**src/rtl/rtc_alarm_pkg.sv**
```systemverilog
package rtc_alarm_pkg;
  localparam int NUM_FIELDS = 6;
  localparam int DW         = 8;
  localparam int AW         = 4;
  localparam logic [AW-1:0] ADDR_CTRL = AW'(6);
  localparam logic [AW-1:0] ADDR_STAT = AW'(7);

  typedef enum logic {
    MODE_SINGLE = 1'b0,
    MODE_PULSE  = 1'b1
  } irq_mode_e;

  typedef struct packed {
    irq_mode_e mode;
    logic      en;
  } ctrl_t;
endpackage

```
**src/rtl/rtc_alarm_regs.sv**
```systemverilog
module rtc_alarm_regs
  import rtc_alarm_pkg::*;
#(
  parameter int NF = NUM_FIELDS
) (
  input  logic                  clk_i,
  input  logic                  rst_ni,
  input  logic                  wr_en_i,
  input  logic [AW-1:0]         addr_i,
  input  logic [DW-1:0]         wdata_i,
  input  logic                  alm_i,
  output logic [NF-1:0][DW-1:0] field_o,
  output ctrl_t                 ctrl_o,
  output logic                  clr_o,
  output logic [DW-1:0]         rdata_o
);
  logic [NF-1:0][DW-1:0] field_q;
  ctrl_t                 ctrl_q;

  for (genvar i = 0; i < NF; i++) begin : g_field
    always_ff @(posedge clk_i or negedge rst_ni) begin
      if (!rst_ni)                               field_q[i] <= '0;
      else if (wr_en_i && addr_i == AW'(i))      field_q[i] <= wdata_i;
    end
  end

  always_ff @(posedge clk_i or negedge rst_ni) begin
    if (!rst_ni)                               ctrl_q <= '{mode: MODE_SINGLE, en: 1'b0};
    else if (wr_en_i && addr_i == ADDR_CTRL)   ctrl_q <= '{mode: irq_mode_e'(wdata_i[DW-1]), en: wdata_i[DW-2]};
  end

  // status write with bit 0 low requests a flag clear
  assign clr_o   = wr_en_i && (addr_i == ADDR_STAT) && !wdata_i[0];
  assign field_o = field_q;
  assign ctrl_o  = ctrl_q;

  always_comb begin
    rdata_o = '0;
    for (int i = 0; i < NF; i++) begin
      if (addr_i == AW'(i)) rdata_o = field_q[i];
    end
    if (addr_i == ADDR_CTRL) rdata_o = {ctrl_q.mode, ctrl_q.en, {(DW-2){1'b0}}};
    if (addr_i == ADDR_STAT) rdata_o = {{(DW-1){1'b0}}, alm_i};
  end
endmodule

```
**src/rtl/rtc_alarm_cmp.sv**
```systemverilog
module rtc_alarm_cmp
  import rtc_alarm_pkg::*;
#(
  parameter int NF = NUM_FIELDS
) (
  input  logic [NF-1:0][DW-1:0] field_i,
  input  logic [NF-1:0][DW-1:0] time_i,
  output logic                  hit_o
);
  logic [NF-1:0] used;
  logic [NF-1:0] ok;

  for (genvar i = 0; i < NF; i++) begin : g_cmp
    assign used[i] = field_i[i][DW-1];
    assign ok[i]   = !used[i] || (field_i[i][DW-2:0] == time_i[i][DW-2:0]);
  end

  assign hit_o = (&ok) && (|used);
endmodule

```
**src/rtl/rtc_alarm_irq_gen.sv**
```systemverilog
module rtc_alarm_irq_gen
  import rtc_alarm_pkg::*;
#(
  parameter int PULSE_CYCLES = 4,
  parameter int CNT_W        = $clog2(PULSE_CYCLES + 1)
) (
  input  logic             clk_i,
  input  logic             rst_ni,
  input  logic             tick_i,
  input  logic             hit_i,
  input  ctrl_t            ctrl_i,
  input  logic             clr_i,
  output logic             alm_o,
  output logic [CNT_W-1:0] cnt_o,
  output logic             irq_no
);
  logic             trig;
  logic             alm_q;
  logic [CNT_W-1:0] cnt_q;

  assign trig = tick_i && hit_i && ctrl_i.en;

  always_ff @(posedge clk_i or negedge rst_ni) begin
    if (!rst_ni)     alm_q <= 1'b0;
    else if (trig)   alm_q <= 1'b1;   // set beats clear
    else if (clr_i)  alm_q <= 1'b0;
  end

  always_ff @(posedge clk_i or negedge rst_ni) begin
    if (!rst_ni)                               cnt_q <= '0;
    else if (trig && ctrl_i.mode == MODE_PULSE) cnt_q <= CNT_W'(PULSE_CYCLES);
    else if (cnt_q != '0)                      cnt_q <= cnt_q - 1'b1;
  end

  assign alm_o  = alm_q;
  assign cnt_o  = cnt_q;
  assign irq_no = (ctrl_i.mode == MODE_PULSE) ? (cnt_q == '0) : !alm_q;
endmodule

```
**src/rtl/rtc_alarm_irq.sv**
```systemverilog
module rtc_alarm_irq
  import rtc_alarm_pkg::*;
#(
  parameter int PULSE_CYCLES = 4
) (
  input  logic          clk_i,
  input  logic          rst_ni,
  input  logic          tick_i,
  input  logic [DW-1:0] sec_i,
  input  logic [DW-1:0] min_i,
  input  logic [DW-1:0] hour_i,
  input  logic [DW-1:0] date_i,
  input  logic [DW-1:0] month_i,
  input  logic [DW-1:0] wday_i,
  input  logic          wr_en_i,
  input  logic [AW-1:0] addr_i,
  input  logic [DW-1:0] wdata_i,
  output logic [DW-1:0] rdata_o,
  output logic          irq_no
);
  localparam int CNT_W = $clog2(PULSE_CYCLES + 1);

  logic [NUM_FIELDS-1:0][DW-1:0] field;
  logic [NUM_FIELDS-1:0][DW-1:0] now;
  ctrl_t                         ctrl;
  logic                          clr;
  logic                          alm;
  logic                          hit;
  logic [CNT_W-1:0]              cnt;

  // field order follows register addresses 0..5
  assign now = {wday_i, month_i, date_i, hour_i, min_i, sec_i};

  rtc_alarm_regs #(.NF(NUM_FIELDS)) u_regs (
    .clk_i, .rst_ni, .wr_en_i, .addr_i, .wdata_i,
    .alm_i(alm), .field_o(field), .ctrl_o(ctrl), .clr_o(clr), .rdata_o
  );

  rtc_alarm_cmp #(.NF(NUM_FIELDS)) u_cmp (
    .field_i(field), .time_i(now), .hit_o(hit)
  );

  rtc_alarm_irq_gen #(.PULSE_CYCLES(PULSE_CYCLES), .CNT_W(CNT_W)) u_gen (
    .clk_i, .rst_ni, .tick_i, .hit_i(hit), .ctrl_i(ctrl), .clr_i(clr),
    .alm_o(alm), .cnt_o(cnt), .irq_no
  );
endmodule

```
**config.mk**
```make
export PLATFORM = sky130hd
export DESIGN_NAME = rtc_alarm_irq
export DESIGN_NICKNAME = d
export VERILOG_FILES = /design/src/rtl/rtc_alarm_pkg.sv /design/src/rtl/rtc_alarm_regs.sv /design/src/rtl/rtc_alarm_cmp.sv /design/src/rtl/rtc_alarm_irq_gen.sv /design/src/rtl/rtc_alarm_irq.sv
export SDC_FILE = /design/constraint.sdc
export NUM_CORES = 1
export LEC_CHECK = 0
export BUFFER_PORTS_ARGS = -buffer_cell sky130_fd_sc_hd__buf_2
export CAP_MARGIN = 20
export CORE_ASPECT_RATIO = 0.5
export CORE_MARGIN = 1
export CORE_UTILIZATION = 54
export DETAILED_ROUTE_END_ITERATION = 6
export PLACE_DENSITY_LB_ADDON = 0.2
export SETUP_SLACK_MARGIN = 0.05
export SYNTH_ARGS = -nofsm -noshare
export SYNTH_HDL_FRONTEND = slang
export SYNTH_SLANG_ARGS = --single-unit
```
**constraint.sdc**
```tcl
create_clock -name clk_i -period 2.5 [get_ports clk_i]
set_input_delay 0.625 -clock clk_i [delete_from_list [all_inputs] [get_ports clk_i]]
set_output_delay 0.625 -clock clk_i [all_outputs]
set_load 0.1 [all_outputs]
```
# == Yosys cells after proc, flatten, opt, wreduce, memory -nomap -nowiden ==
# Index checks and enable logic that the tools add are counted.
# word_totals
register_bits,54
latch_bits,0
mem_bits_rw,0
rom_bits,0
input_bits,64
word_cells,71
mem_count,0
# op_classes
n_addsub,1
n_mul,0
div_mod_pow,0
order_cmp,0
eq_ne,13
n_shift,0
mux,13
bitwise,0
reduce_logical,34
# ops
cell,n
$mux W8,8
$eq A7 B7 Y1,6
$eq A4 B3 Y1 const B,4
$logic_and A1 B1 Y1,13
$eq A4 B2 Y1 const B,2
$logic_not A1 Y1,8
$logic_or A1 B1 Y1,6
$mux W3,2
$reduce_and A6 Y1,1
$reduce_or A6 Y1,1
$eq A4 B1 Y1 const B,1
$logic_not A4 Y1,1
$reduce_bool A2 Y1,2
$logic_not A3 Y1,1
$mux W1,3
$reduce_bool A3 Y1,1
$sub A3 B1 Y3 const B,1

# == Depth between registers and ports, before layout ==
# Gate-level depths: netlist (run 1).
# logic_depth
depth_word,9
mapped_depth,6
depth_no_buf,6

# == Hierarchy ==
# From an unflattened synthesis (run 1), not the netlist that was laid out.
# unflattened
cells_unflattened,286
hier_area_um2,3204.3
# by_module_without_submodules
mod,instances,cells_per_inst,area_each_um2,seq_area_each_um2
rtc_alarm_regs,1,204,2498.6,1251.2
rtc_alarm_cmp,1,60,493.0,0.0
rtc_alarm_irq_gen,1,22,212.7,100.1

# == Worst setup path after synthesis (run 1) ==
# Ideal clock, no wire load.
# synth_path
path_kind,in2out
start,input addr_i[1]
end,output rdata_o[6]
t_arrival_ps,3435
slack_ps,-1560
stages,4
path_buffers,1
path_cell_list,buf_2 nor2b_1 a22oi_1 o32ai_1
# synth_between
elab_chain_len,9
# synth_lines
element,line,text
"start, declared",rtc_alarm_irq.sv:16,"input logic [AW-1:0] addr_i,"
$logic_not A4 Y1,rtc_alarm_regs.sv:40,if (addr_i == AW'(i)) rdata_o = field_q[i];
$mux W8 (6 in a row),rtc_alarm_regs.sv:40,
$mux W8,rtc_alarm_regs.sv:42,"if (addr_i == ADDR_CTRL) rdata_o = {ctrl_q.mode, ctrl_q.en, {(DW-2){1'b0}}};"
$mux W8 *,rtc_alarm_regs.sv:43,"if (addr_i == ADDR_STAT) rdata_o = {{(DW-1){1'b0}}, alm_i};"
"end, declared",rtc_alarm_irq.sv:18,"output logic [DW-1:0] rdata_o,"
# Every way passes the cells marked *; elsewhere a longest branch is shown, timed or not.

# == Worst setup path after layout (run 1) ==
# layout_path
start,input addr_i[1]
end,output rdata_o[0]
# The elaborated chain is that of the path after synthesis.

==> flow_summary.ini, run 1 <==
[pwr]
powerDensity_nw_per_um2 = 791
power_mw = 3.19
peakVddDrop_uv = 673
p_leak_nw = 1.76

[grt]
grt_max_degree = 55
grt_antenna_before_repair = 0
grt_pass1_vias = 2495
grt-ovfl-total = 0
grt_usage = 0.296
grt_first_pass_wirelength_um = 13100

[timing]
max_freq_ghz = 0.410
fin_crit_sh = 0.977
setup_viol = 0
worst_slack_ps = 58.3
rsz0062_at_grt = yes
worstMarginPinSlew_ps = 695
layout_min_cycle_time_ps = 2440
tns_ps = 0
finalHoldViolations = 0
holdWs_ps = 445
fin_worst_skew_ps = 8.44
timing_max_transition_violations_final = 0
slew-limit-headroom = 0.537

[job]
drv_cap = 0

[synth]
synth_seq_cells = 54
async_flop_share = 1.00
synth_nets = 321
synthCells = 255
synth_cell_types = 40
syn_area_um2 = 3080
ys_seq_area_frac = 0.438
synth_edf_count = 0
avgSynthCellArea_um2 = 12.1
ys.flop_type = dfrtp_1
synthesis.yosys.warnings = 0

[final_layout]
fillers = 369
final_cell_count_no_fill = 413
fin_util = 0.736
final_nets = 405
n_antenna_cell = 0
ff_latch_area_um2 = 1350
drive_above_1_share = 0.544
syn2layout_area_growth_pct = 31.0
multi_input_area_um2 = 1840
fin_area_um2 = 4040

[cts]
h-tree-depth = 2
holdBufCountCts = 0
root_buffer = clkbuf_16
clockBufferDepth = 2
cts_tree = done
clkTransAtPathRegs_ps = 80
clock_sinks = 54
clkLatencyLatePin_ps = 300
cts_buffers = 5

[floorplan]
die_w_um = 109
rows = 19
die_height_um = 55.4
die_area_um2 = 6040
core_um2 = 5490
ioPinCount = 73
start_util = 0.562

[drt]
post-route-drc-count = 0
dr_wl_met2_um = 3880
met1_length_um = 3800
firstDrtPassIters = 4
dr.first_iter.drc_count = 151
routed_wl_um = 8340
via_per_inst = 5.82
vias = 2405
wire_per_inst_um = 20.2
top_layer = met4
antenna_left = 0
wl_met3_um = 606

[setup_path]
cp_slowest_cell = o32a_1
cp_top_family = buffers and inverters
path_cells = clkbuf_4, buf_8, buf_4, o32a_1, o22ai_4, buf_12
crit_type = in -> out
critPathMaxFanout = 10
critPathCaptureType = output port
cp.required_ps = 1880
worst-path-buf-inv = 4
start_kind = input port
crit_arrival_ps = 1820
critPathMaxStageDelay_ps = 380

[placement]
post_dp_cell_area_um2 = 3720
gp_congestion = 0.898
post-place-ws_ps = -207
port_buffers = 66
hpwl_um = 6150
placed_cells = 402

[outcome]
status = complete, no violations

[min_path]
hold_class = in -> async
where the power goes:
part           internal (mW)  switching, mW  leakage [nW]
logic                  0.537          0.606          1.03
clock network          0.378          0.345        0.0704
registers               1.10          0.231         0.661
cell usage in the layout (no fill, tap or decap), types with 2 or more instances in the layout:
| master | count |
|---|---|
| xor2_1 | 19 |
| buf_12 | 4 |
| o41ai_1 | 5 |
| nor2_1 | 14 |
| xnor2_1 | 24 |
| a21oi_2 | 2 |
| nand2_1 | 7 |
| a21oi_1 | 3 |
| a22oi_2 | 6 |
| ha_1 | 2 |
| inv_1 | 3 |
| mux4_2 | 5 |
| mux2_2 | 54 |
| mux2i_1 | 4 |
| nor2_4 | 7 |
| buf_2 | 54 |
| and3_1 | 2 |
| clkbuf_4 | 2 |
| nand2_2 | 3 |
| nand4_1 | 7 |
| o32a_1 | 2 |
| buf_8 | 3 |
| clkbuf_16 | 5 |
| a21oi_4 | 2 |
| buf_6 | 4 |
| inv_2 | 2 |
| buf_4 | 18 |
| dfrtp_1 | 54 |
worst paths after layout:
check	slack (ps)	from	depth (start not counted)	to
max in group asynchronous	1590	rst_ni	2	u_regs.field_o[28]
setup reg to reg	400	u_regs.field_o[22]	6	u_gen.cnt_o[0]
min in group clk_i	550	u_gen.cnt_o[1]	2	u_gen.cnt_o[1]
setup / recovery	60	addr_i[1]	6	rdata_o[0]
hold / removal	440	rst_ni	2	u_gen.alm_o
hold reg to reg	550	u_gen.cnt_o[1]	2	u_gen.cnt_o[1]
layout make-up:
type,instances,share of cell area
well taps,73,0.0226
repair buffers,85,0.146
inverters,5,0.00465
multi-input cells,188,0.455
flip-flops and latches,54,0.334
clock inverters,3,0.00619
clock buffers,5,0.0310
what timing repair did:
action,CTS,global route
resized for setup,21,17
buffers inserted,3,0
cloned,0,0
endpoints found under the setup margin,9,7
pin swaps,1,10
cell families after synthesis:
kind of cell    after synthesis  synth area share
fa+ha+maj                     2           0.00811
compound gates               29            0.0710
xor+xnor                     43             0.122
buf+inv                      13            0.0231
mux                          65             0.258
simple gates                 49            0.0791
flops                        54             0.438
worst register-to-register path, stage by stage (launching register included):
cell and delay (ps):
dfrtp_1 410, xnor2_1 230, nand4_1 120, o41ai_1 460, nand4_1 310, a2111oi_2 340, nor2_1 100
flip-flops by register name (all words and copies together) (netlist names):
register / flops
u_gen.cnt_o: 3
u_gen.alm_o: 1
u_regs.ctrl_o: 2
u_regs.field_o: 48
layer usage:
metal | GRT usage | vias to the layer above
li1 | - | 1096
met1 | 0.428 | 1236
met2 | 0.447 | 66
met3 | 0.0874 | 7
met4 | 0.0560 | 0
met5 | 0 | -
Yosys cell counts (all sizes together), types with 3 or more instances:
library cell  instances  area (um2)
a22oi                 6        45.0
nand4                 7        43.8
a21oi                 7        35.0
xnor2                24         210
dfrtp                54        1350
o41ai                 5        43.8
xor2                 19         166
mux2                 54         608
nand2                10        45.1
inv                   5        18.8
and3                  3        23.8
mux2i                 5        50.1
buf                   7        48.8
nor2                 22        82.6
mux4                  6         139
No activity file was read; power rests on OpenSTA's default activity.
==> inputs of run 2 (changes only) <==
--- a/config.mk
+++ b/config.mk
@@ -8,10 +8,10 @@
 export BUFFER_PORTS_ARGS = -buffer_cell sky130_fd_sc_hd__buf_2
 export CAP_MARGIN = 20
 export CORE_ASPECT_RATIO = 0.5
-export CORE_MARGIN = 1
 export CORE_UTILIZATION = 54
 export DETAILED_ROUTE_END_ITERATION = 6
 export PLACE_DENSITY_LB_ADDON = 0.2
+export RECOVER_POWER = 100
 export SETUP_SLACK_MARGIN = 0.05
 export SYNTH_ARGS = -nofsm -noshare
 export SYNTH_HDL_FRONTEND = slang
==> run 2 against run 1 <==
Register-to-register slack lost 240 ps. Clock skew decreased by 3.6 ps. Clock-buffer cell count did not move. First-iteration DRC count grew 7.3%. Combinational power is essentially flat. Hold slack improved by 110 ps. Cell area is 1.3% lower. Flip-flop and latch count unchanged. Critical path depth did not move. Wire length grew 0.20%. Sequential share of layout area is 0.45 points higher. Cell count unchanged. Largest cell class unchanged.
==> flow_summary.ini, run 2 (synthesized netlist as in run 1, its figures left out) <==
[drt]
wire_per_inst_um = 20.2
routed_wl_um = 8360
vias = 2407
via_per_inst = 5.83
post-route-drc-count = 0
dr.first_iter.drc_count = 162
antenna_left = 0
firstDrtPassIters = 4

[floorplan]
die_area_um2 = 6040
rows = 19
start_util = 0.562
die_height_um = 55.4
ioPinCount = 73
die_w_um = 109
core_um2 = 5490

[final_layout]
largest_reg_flops = 48
final_nets = 405
fin_util = 0.726
n_antenna_cell = 0
syn2layout_area_growth_pct = 29.2
fin_area_um2 = 3990
final_cell_mix = mux2_2, buf_2, dfrtp_1, xnor2_1, xor2_1
fillers = 380
final_cell_count_no_fill = 413
drive_above_1_share = 0.515

[setup_path]
crit_type = in -> out
reg2reg_depth = 6
cp_top_family = buffers and inverters
cp.depth = 6
start_kind = input port
cp.required_ps = 1880
worst-path-buf-inv = 4
critPathMaxStageDelay_ps = 390
critPathMaxFanout = 10
critPathCaptureType = output port
cp_slowest_cell = o32a_1
path_cells = clkbuf_4, buf_8, buf_4, o32a_1, o22ai_4, buf_12
crit_arrival_ps = 1820

[grt]
grt-ovfl-total = 0
grt_max_degree = 55
grt_first_pass_wirelength_um = 13100
grt_antenna_before_repair = 0
grt_pass1_vias = 2495
grt_usage = 0.296

[timing]
worstMarginPinSlew_ps = 1360
layout_min_cycle_time_ps = 2450
finalHoldViolations = 0
setup_viol = 0
max_freq_ghz = 0.409
rsz0062_at_grt = yes
timing_max_transition_violations_final = 0
fin_worst_skew_ps = 4.81
slew-limit-headroom = 0.0931
fin_crit_sh = 0.979

[pwr]
p_comb_frac = 0.356
power_mw = 3.18
p_leak_nw = 1.74
pwr-share-seq = 0.417
p_sw_frac = 0.369
pwr-share-clk = 0.227
powerDensity_nw_per_um2 = 798
power_switching_mw = 1.18
peakVddDrop_uv = 679
internal_power_mw = 2.01

[job]
drv_cap = 0

[cts]
clkTransAtPathRegs_ps = 80
h-tree-depth = 2
cts_tree = done
root_buffer = clkbuf_16
clockBufferDepth = 2
holdBufCountCts = 0
cts_buffers = 5
clkLatencyLatePin_ps = 300
clock_sinks = 54

[min_path]
min_path_cells = 2
hold_class = reg -> reg

[placement]
placed_cells = 402
port_buffers = 66
hpwl_um = 6150
gp_congestion = 0.898
post_dp_cell_area_um2 = 3720

[outcome]
status = complete, no violations
[run 2: timing repair]
action / 4_1_cts / 5_1_grt
pin swaps: 1 / 10
buffers inserted: 3 / 0
resized for setup: 21 / 17
endpoints found under the setup margin: 9 / 7
[run 2: metrics by stage]
stage	setup TNS (ps)	worst slack [ps]	hold WS, ps
after detailed placement	-1450	-207	531
after CTS	0	9.09	474
after floorplan	-43.3	-43.3	329
after global placement	-1500	-203	509
after global routing	0	16.5	576
final	0	53.5	550
[run 2: final timing paths]
check | end | start | slack, ps
worst max register to register | u_gen.cnt_o[0] | u_regs.field_o[22] | 160
worst min-delay path | u_gen.cnt_o[1] | u_gen.cnt_o[1] | 550
min in group asynchronous | u_gen.cnt_o[0] | rst_ni | 710
worst min register to register | u_gen.cnt_o[1] | u_gen.cnt_o[1] | 550
worst max-delay path | rdata_o[0] | addr_i[1] | 50
max in group asynchronous | u_regs.field_o[17] | rst_ni | 970
[run 2: power groups by stage]
stage	logic [mW]	registers [mW]	clock network (mW)
detailed placement	1.08	1.33	0
global route	1.21	1.35	0.770
CTS	1.13	1.32	0.732
floorplan	0.825	1.26	0
finish	1.13	1.33	0.722
global placement	1.04	1.31	0
[run 2: cell type report]
class,count,area [um2],area share
clock buffers,5,125,0.0314
clock inverters,3,25.0,0.00628
inverters,5,18.8,0.00471
multi-input cells,188,1810,0.455
flip-flops and latches,54,1350,0.339
well taps,73,91.3,0.0229
repair buffers,85,561,0.141
[run 2: metal layers]
metal  GRT usage  up-vias  share of wire
met2       0.447       76           0.47
met4      0.0560        0         0.0093
li1            -     1097              -
met3      0.0874        9          0.084
met1       0.428     1225           0.44
met5           0        -              0
[run 2: worst reg2reg max path: stages (launching register included)]
cell and delay [ps]:
dfrtp_1 410, xnor2_1 260, nand4_1 130, o41ai_1 440, nand4_1 280, a2111oi_0 550, nor2_1 130
